**src/rtl/wdt_pkg.sv**
```systemverilog
package wdt_pkg;
  typedef enum logic [1:0] {
    SRC_TARGET   = 2'd0,
    SRC_FALLBACK = 2'd1,
    SRC_STRAP    = 2'd2
  } cfg_src_e;
endpackage

```
**src/rtl/wdt_limit.sv**
```systemverilog
// Turns unit code and interval count into a timeout measured in ticks.
module wdt_limit #(
  parameter int IVL_W      = 6,
  parameter int UNIT_W     = 2,
  parameter int UNIT_TICKS = 250,
  localparam int LIM_W     = IVL_W + (2**UNIT_W - 1) + $clog2(UNIT_TICKS + 1)
) (
  input  logic [UNIT_W-1:0] unit_sel_i,
  input  logic [IVL_W-1:0]  interval_i,
  output logic [LIM_W-1:0]  limit_o
);
  logic [LIM_W-1:0] scaled;

  always_comb begin
    scaled  = LIM_W'(interval_i) << unit_sel_i;
    limit_o = scaled * LIM_W'(UNIT_TICKS);
  end
endmodule

```
**src/rtl/wdt_timer.sv**
```systemverilog
// Counts ticks while armed and flags the expiry tick.
module wdt_timer #(
  parameter int LIM_W = 17
) (
  input  logic             clk,
  input  logic             rst_n,
  input  logic             tick_i,
  input  logic             arm_i,
  input  logic             pulse_i,
  input  logic [LIM_W-1:0] limit_i,
  output logic             expire_o,
  output logic             running_o
);
  logic [LIM_W-1:0] cnt_q;
  logic             reached;

  always_comb begin
    running_o = arm_i && (limit_i != '0) && !pulse_i;
    reached   = ({1'b0, cnt_q} + 1'b1) >= {1'b0, limit_i};
    expire_o  = running_o && tick_i && reached;
  end

  always_ff @(posedge clk or negedge rst_n) begin
    if (!rst_n)                     cnt_q <= '0;
    else if (!running_o || expire_o) cnt_q <= '0;
    else if (tick_i)                cnt_q <= cnt_q + 1'b1;
  end

  // a zero interval gives no expiry
  p_zero_never_r4: assert property (@(posedge clk) disable iff (!rst_n)
    (limit_i == '0) |-> !expire_o);
endmodule

```
**src/rtl/wdt_pulse.sv**
```systemverilog
// Generates the fixed-width active reset window in ticks.
module wdt_pulse #(
  parameter int PULSE_TICKS = 500,
  localparam int PW = $clog2(PULSE_TICKS + 1)
) (
  input  logic clk,
  input  logic rst_n,
  input  logic tick_i,
  input  logic start_i,
  output logic active_o
);
  logic [PW-1:0] cnt_q;

  always_ff @(posedge clk or negedge rst_n) begin
    if (!rst_n) begin
      active_o <= 1'b0;
      cnt_q    <= '0;
    end else if (start_i) begin
      active_o <= 1'b1;
      cnt_q    <= '0;
    end else if (active_o && tick_i) begin
      if (cnt_q == PW'(PULSE_TICKS - 1)) begin
        active_o <= 1'b0;
        cnt_q    <= '0;
      end else begin
        cnt_q <= cnt_q + 1'b1;
      end
    end
  end

  // the width counter never passes the programmed width
  p_pulse_bounded_r5: assert property (@(posedge clk) disable iff (!rst_n)
    cnt_q < PW'(PULSE_TICKS));
endmodule

```
**src/rtl/wdt_escalate.sv**
```systemverilog
// Stage tracker: target -> fallback -> strap, cleared only by power-on reset.
module wdt_escalate
  import wdt_pkg::*;
(
  input  logic     clk,
  input  logic     rst_n,
  input  logic     expire_i,
  input  logic     use_fb_i,
  output cfg_src_e src_o
);
  always_ff @(posedge clk or negedge rst_n) begin
    if (!rst_n) src_o <= SRC_TARGET;
    else if (expire_i) begin
      unique case (src_o)
        SRC_TARGET: src_o <= use_fb_i ? SRC_FALLBACK : SRC_STRAP;
        default:    src_o <= SRC_STRAP;
      endcase
    end
  end
endmodule

```
**src/rtl/wdt_fallback.sv**
```systemverilog
module wdt_fallback
  import wdt_pkg::*;
#(
  parameter int IVL_W       = 6,
  parameter int UNIT_W      = 2,
  parameter int UNIT_TICKS  = 250,
  parameter int PULSE_TICKS = 500
) (
  input  logic              clk,
  input  logic              rst_n,
  input  logic              ms_tick,
  input  logic              wd_arm,
  input  logic [UNIT_W-1:0] unit_sel,
  input  logic [IVL_W-1:0]  interval,
  input  logic              use_fallback,
  output logic              wd_rst_n,
  output logic [1:0]        cfg_src,
  output logic              wd_running
);
  localparam int LIM_W = IVL_W + (2**UNIT_W - 1) + $clog2(UNIT_TICKS + 1);

  logic [LIM_W-1:0] limit;
  logic             expire;
  logic             pulse_active;
  cfg_src_e         src;

  wdt_limit #(.IVL_W(IVL_W), .UNIT_W(UNIT_W), .UNIT_TICKS(UNIT_TICKS)) u_limit (
    .unit_sel_i (unit_sel),
    .interval_i (interval),
    .limit_o    (limit)
  );

  wdt_timer #(.LIM_W(LIM_W)) u_timer (
    .clk       (clk),
    .rst_n     (rst_n),
    .tick_i    (ms_tick),
    .arm_i     (wd_arm),
    .pulse_i   (pulse_active),
    .limit_i   (limit),
    .expire_o  (expire),
    .running_o (wd_running)
  );

  wdt_pulse #(.PULSE_TICKS(PULSE_TICKS)) u_pulse (
    .clk      (clk),
    .rst_n    (rst_n),
    .tick_i   (ms_tick),
    .start_i  (expire),
    .active_o (pulse_active)
  );

  wdt_escalate u_esc (
    .clk      (clk),
    .rst_n    (rst_n),
    .expire_i (expire),
    .use_fb_i (use_fallback),
    .src_o    (src)
  );

  assign wd_rst_n = !pulse_active;
  assign cfg_src  = src;

  // the source select never steps back while out of reset
  p_src_monotonic_r8: assert property (@(posedge clk) disable iff (!rst_n)
    cfg_src >= $past(cfg_src));

  // the source select changes only when a reset pulse starts
  p_src_change_on_pulse_r6: assert property (@(posedge clk) disable iff (!rst_n)
    (cfg_src != $past(cfg_src)) |-> $fell(wd_rst_n));

  // never reported running while the pulse is driven
  p_idle_in_pulse_r10: assert property (@(posedge clk) disable iff (!rst_n)
    !wd_rst_n |-> !wd_running);
endmodule

```
**config.mk**
```make
export PLATFORM = sky130hd
export DESIGN_NAME = wdt_fallback
export DESIGN_NICKNAME = d
export VERILOG_FILES = /design/src/rtl/wdt_pkg.sv /design/src/rtl/wdt_limit.sv /design/src/rtl/wdt_timer.sv /design/src/rtl/wdt_pulse.sv /design/src/rtl/wdt_escalate.sv /design/src/rtl/wdt_fallback.sv
export SDC_FILE = /design/constraint.sdc
export NUM_CORES = 1
export LEC_CHECK = 0
export ABC_AREA = 1
export CAP_MARGIN = 40
export CORE_ASPECT_RATIO = 1.25
export CORE_MARGIN = 1
export CORE_UTILIZATION = 41
export DETAILED_ROUTE_END_ITERATION = 10
export DONT_BUFFER_PORTS = 1
export GPL_TIMING_DRIVEN = 0
export PLACE_DENSITY = 0.55
export SYNTH_ARGS = -nofsm -noshare
export SYNTH_HDL_FRONTEND = slang
export SYNTH_SLANG_ARGS = --single-unit
```
**constraint.sdc**
```tcl
create_clock -name clk -period 12.94 [get_ports clk]
set_clock_uncertainty 0.05 [all_clocks]
set_input_delay 0.647 -clock clk [delete_from_list [all_inputs] [get_ports clk]]
set_output_delay 0.647 -clock clk [all_outputs]
set_load 0.02 [all_outputs]
```
[Word-level counts from Yosys, hierarchy flattened]
Cells that the tools add are included.
Storage, ports and cells
  output and inout bits: 4
  word-level logic and storage cells: 35
  register bits: 29
  bits of input ports: 13
Operators by class
  reduce and logical (&&, ||, !) cells: 14
  multiply operators: 1
  $add $sub $neg: 3
  order comparisons: 1
  eq/ne operators: 1
  shifts and indexed selects: 1
  multiplexer cells: 10
Operators with widths (number)
  $mux 17: 2
  $mux 9: 3
  $add 17x1->18 const B: 1
  $ge 18x17->1: 1
  $add 17x1->17 const B: 1
  $mul 17x7->16 const B: 1
  $reduce_bool 17->1: 1
  $shl 6x2->17: 1
  $add 9x1->9 const B: 1
  $eq 9x9->1 const B: 1
  $reduce_bool 2->1: 3
  $logic_and 1x1->1: 5
  $mux 2: 2
  $mux 1: 3
  $logic_not 1->1: 2
  $logic_not 2->1: 1
  $reduce_and 2->1: 1
  $logic_or 1x1->1: 1

[Depth between registers and ports, before layout]
  depth in word-level cells: 9
  mapped depth: 36
  depth with buffers taken out: 36

[By module]
A second synthesis with hierarchy kept.
Unflattened totals
  cell total of the unflattened synthesis: 618
  area, all modules: 4320.4 µm²
Modules (own cells, without submodules)
  wdt_limit: instances 1, cells each 277, sequential area each 0.0 µm², area each 1906.8 µm²
  wdt_timer: instances 1, cells each 256, sequential area each 425.4 µm², area each 1704.1 µm²
  wdt_pulse: instances 1, cells each 75, sequential area each 250.2 µm², area each 624.3 µm²
  wdt_escalate: instances 1, cells each 9, sequential area each 50.0 µm², area each 81.3 µm²
  wdt_fallback: instances 1, cells each 1, sequential area each 0.0 µm², area each 3.8 µm²

[Least setup slack after synthesis]
OpenSTA, ideal clock, no wires.
  path type: input -> register
  start point: in unit_sel[0]
  end point: reg u_timer.cnt_q[13]
  stages on the path: 28
  buffers on the path: 2
  library setup time: 0.065 ns
  required time: 12.825 ns
  slack: 6.920 ns
  data arrival time: 5.905 ns
  path through: clkbuf_1 -> mux2i_1 -> o21ai_0 -> fa_1 -> inv_1 -> fa_1 -> fa_1 -> inv_1 -> fa_1 -> ha_1 -> nand2_1 -> inv_1 -> nand2_1 -> nand2_1 -> nand2_1 -> nand3_1 -> nand2_1 -> nand2_1 -> ha_1 -> a21o_1 -> a41oi_1 -> nand2_1 -> nand2_1 -> nand2_1 -> nor2_2 -> buf_2 -> nand3_1 -> nand2_1
On the way
  word-level cells in the longest chain between the ends: 9
  elaborated cells between the ends (all ways): 12
  classes of those cells: mul (1); order compare (1); shift (1); mux (1); reduce/logical (8)
Ends and longest elaborated chain
  start, declared: RTL line wdt_fallback.sv:13  | input logic [UNIT_W-1:0] unit_sel,
  $shl 6x2->17 (*): RTL line wdt_limit.sv:15  | scaled = LIM_W'(interval_i) << unit_sel_i;
  $mul 17x7->16 (*): RTL line wdt_limit.sv:16  | limit_o = scaled * LIM_W'(UNIT_TICKS);
  parallel branches: the longest is 5 deep, another holds $ge 18x17->1
  $logic_or 1x1->1 (*): RTL line wdt_timer.sv:25  | else if (!running_o || expire_o) cnt_q <= '0;
  $mux 17 or $reduce_bool 2->1 (tied branches)
  end signal, assigned: RTL line wdt_timer.sv:26  | else if (tick_i) cnt_q <= cnt_q + 1'b1;
  end, declared: RTL line wdt_timer.sv:14  | logic [LIM_W-1:0] cnt_q;
Mark *: on every way between the ends.
A chain may end at the register's enable or synchronous reset.

[Worst setup path in the final report]
  start point: in unit_sel[0]
  end point: reg u_timer.cnt_q[3]
The elaborated chain is that of the path after synthesis.

==> flow_summary.yaml <==
placement:
  postPlaceCellArea_um2: 4290
  port_buffers: 0
  dpl.hpwl_mm: 7.34
  place.gp.congestion: 0.798
drt:
  final_antenna_net_count: 0
  routed_wl_mm: 8.69
  firstDrtPassIters: 4
  wl_per_cell_um: 11.9
  viasPerCell: 4.77
  dr.first_iter.drc_count: 95
  route.vias.total: 3475
  drc_errors: 0
timing:
  rsz0062_at_grt: "false"
  fin_crit_sh_pct: 50.1
  setup_tns_ns: 0
  fmax_mhz: 154
  worst_slew_pin_slew_ns: 0.814
  finalMaxSlewViolations: 0
  finalHoldViolations: 0
  timing.hold.ws_ns: 0.0117
  setup_viol: 0
  max_slew_margin_pct: 44.2
  period_needed_ns: 6.49
critical_path:
  reg2reg_from: "u_timer.cnt_q[0]"
  cp-start-kind: "input pin"
  cp_slowest_stage_delay_ns: 0.66
  crit_top_cell: "nand2_1"
  slowest_stage: "mux2i_1"
  timing.critical_path.required_ns: 13.11
  critical_path.startpoint: "unit_sel[0]"
  critPathBufInv: 6
  worstSetupEndpointType: "register"
  criticalPathCategory: "input pin to register"
  critical_path.top_delay_family: "adder cells"
  cp.arrival_ns: 6.66
  cp_max_fo: 10
min_path:
  hold_path.class: "input pin to async pin"
logic_synthesis:
  syn_area_um2: 4120
  yosys.area.top_type: "dfrtp_1"
  syn_inst: 592
  synth-main-ff-cell: "dfrtp_1"
  synthArstFlopShare_pct: 100
  yosysSeqAreaShare_pct: 17.6
  synth-seq-cells: 29
  synth.avg_cell_area_um2: 6.96
  synth_edf_count: 0
  synthDistinctLibCells: 35
  synthTopCellsByArea: "dfrtp_1, ha_1, nand2_1"
  syn_nets: 686
  yosys_warnings: 0
  synth_top_area_share_pct: 17.6
cts:
  cts.path.max_buffers: 2
  clockRootBuffer: "clkbuf_16"
  cts.sinks: 29
  cts_buffers: 5
  path_clk_slew_ns: 0.05
  cts_resized: 0
  cts_tree: "done"
  worstSkewPairLatency_ns: 0.28
  ctsHoldBuffers: 0
  h-tree-depth: 2
  cts_setup_buffers: 0
global_routing:
  grt_max_degree: 30
  antenna_found_initial: 0
  grt_pass1_wl_mm: 15.5
  grt_pass1_vias: 3540
  overflow: 0
  grt_use_total_pct: 18.5
cells_and_area:
  nNetsFinal: 696
  layout-drive-gt1-share_pct: 5.65
  fin_util_pct: 45.7
  diodes: 0
  most-common-layout-cells: "nand2_1, inv_1, ha_1"
  syn2layout_area_growth_pct: 7.72
  fin_area_um2: 4440
  mostFrequentLayoutCell: "nand2_1"
floorplan:
  rows: 40
  die_w_um: 91.6
  ios: 17
  die-area_um2: 10500
  core_area_um2: 9710
  die_height_um: 114
  start_util_pct: 42.4
power_and_ir_drop:
  leakagePower_nw: 2.63
  power_density_nw_per_um2: 177
  max-vdd-ir-drop_uv: 94.8
outcome:
  outcome: "completed"
run:
  drv_cap: 0
[metrics by stage]
step / total power, mW / instances / setup WS [ns]
2_1_floorplan: 0.565 / 592 / 6.92
3_3_place_gp: 0.669 / 718 / 6.06
3_5_place_dp: 0.681 / 721 / 6.10
4_1_cts: 0.800 / 728 / 6.38
5_1_grt: 0.898 / 728 / 5.87
6_report: 0.786 / 728 / 6.45
[kinds of logic after synthesis]
| kind of cell | share of synthesized area, % |
|---|---|
| buf+inv | 12.5 |
| fa+ha+maj | 29.0 |
| flops | 17.6 |
| compound gates | 3.89 |
| simple gates | 32.2 |
| mux | 0.972 |
| xor+xnor | 3.80 |
[cell type report]
type | instances | area (µm²)
buffer | 6 | 40.0
clock buffer | 7 | 143
fill | 1046 | 5270
inverter | 127 | 477
multi-input combinational | 430 | 2880
sequential | 29 | 726
tap | 126 | 158
timing repair buffer | 3 | 17.5
[layer usage]
metal / track usage [%] / vias up / wire, µm
li1: - / 1846 / -
met1: 19.8 / 1584 / 3670
met2: 36.7 / 32 / 4720
met3: 1.87 / 13 / 134
met4: 6.98 / 0 / 174
met5: 0 / - / 0
[report_power, final]
group	leakage (nW)	switching, mW	total (mW)	internal, mW
combinational	2.15	0.363	0.576	0.213
clock	0.0700	0.0397	0.115	0.0753
sequential	0.404	0.00239	0.0950	0.0926
total	2.63	0.405	0.786	0.381
[sequential cells by signal (all words and copies together), names as in the netlist]
| register | cells |
|---|---|
| u_esc.src_o | 2 |
| u_pulse.cnt_q | 9 |
| u_pulse.active_o | 1 |
| u_timer.cnt_q | 17 |
[cell usage after synthesis (5+ instances only)]
master and instances:
a21oi_1 14, dfrtp_1 29, fa_1 24, ha_1 57, inv_1 126, nand2_1 175, nand2_2 8, nand3_1 53
nand4_1 8, nor2_1 34, nor3_1 6, o21ai_0 10, xnor2_1 5, xor2_1 11
[worst paths after layout]
check | to | slack, ns | cells past startpoint
setup / recovery | u_timer.cnt_q[3] | 6.45 | 31
hold / removal | u_timer.cnt_q[11] | 0.01 | 0
setup reg to reg | u_timer.cnt_q[3] | 9.32 | 18
hold reg to reg | u_timer.cnt_q[11] | 0.43 | 2
max in group asynchronous | u_pulse.cnt_q[0] | 12.75 | 0
min in group clk | u_timer.cnt_q[11] | 0.43 | 2
Power figures use the tool's default switching activity.
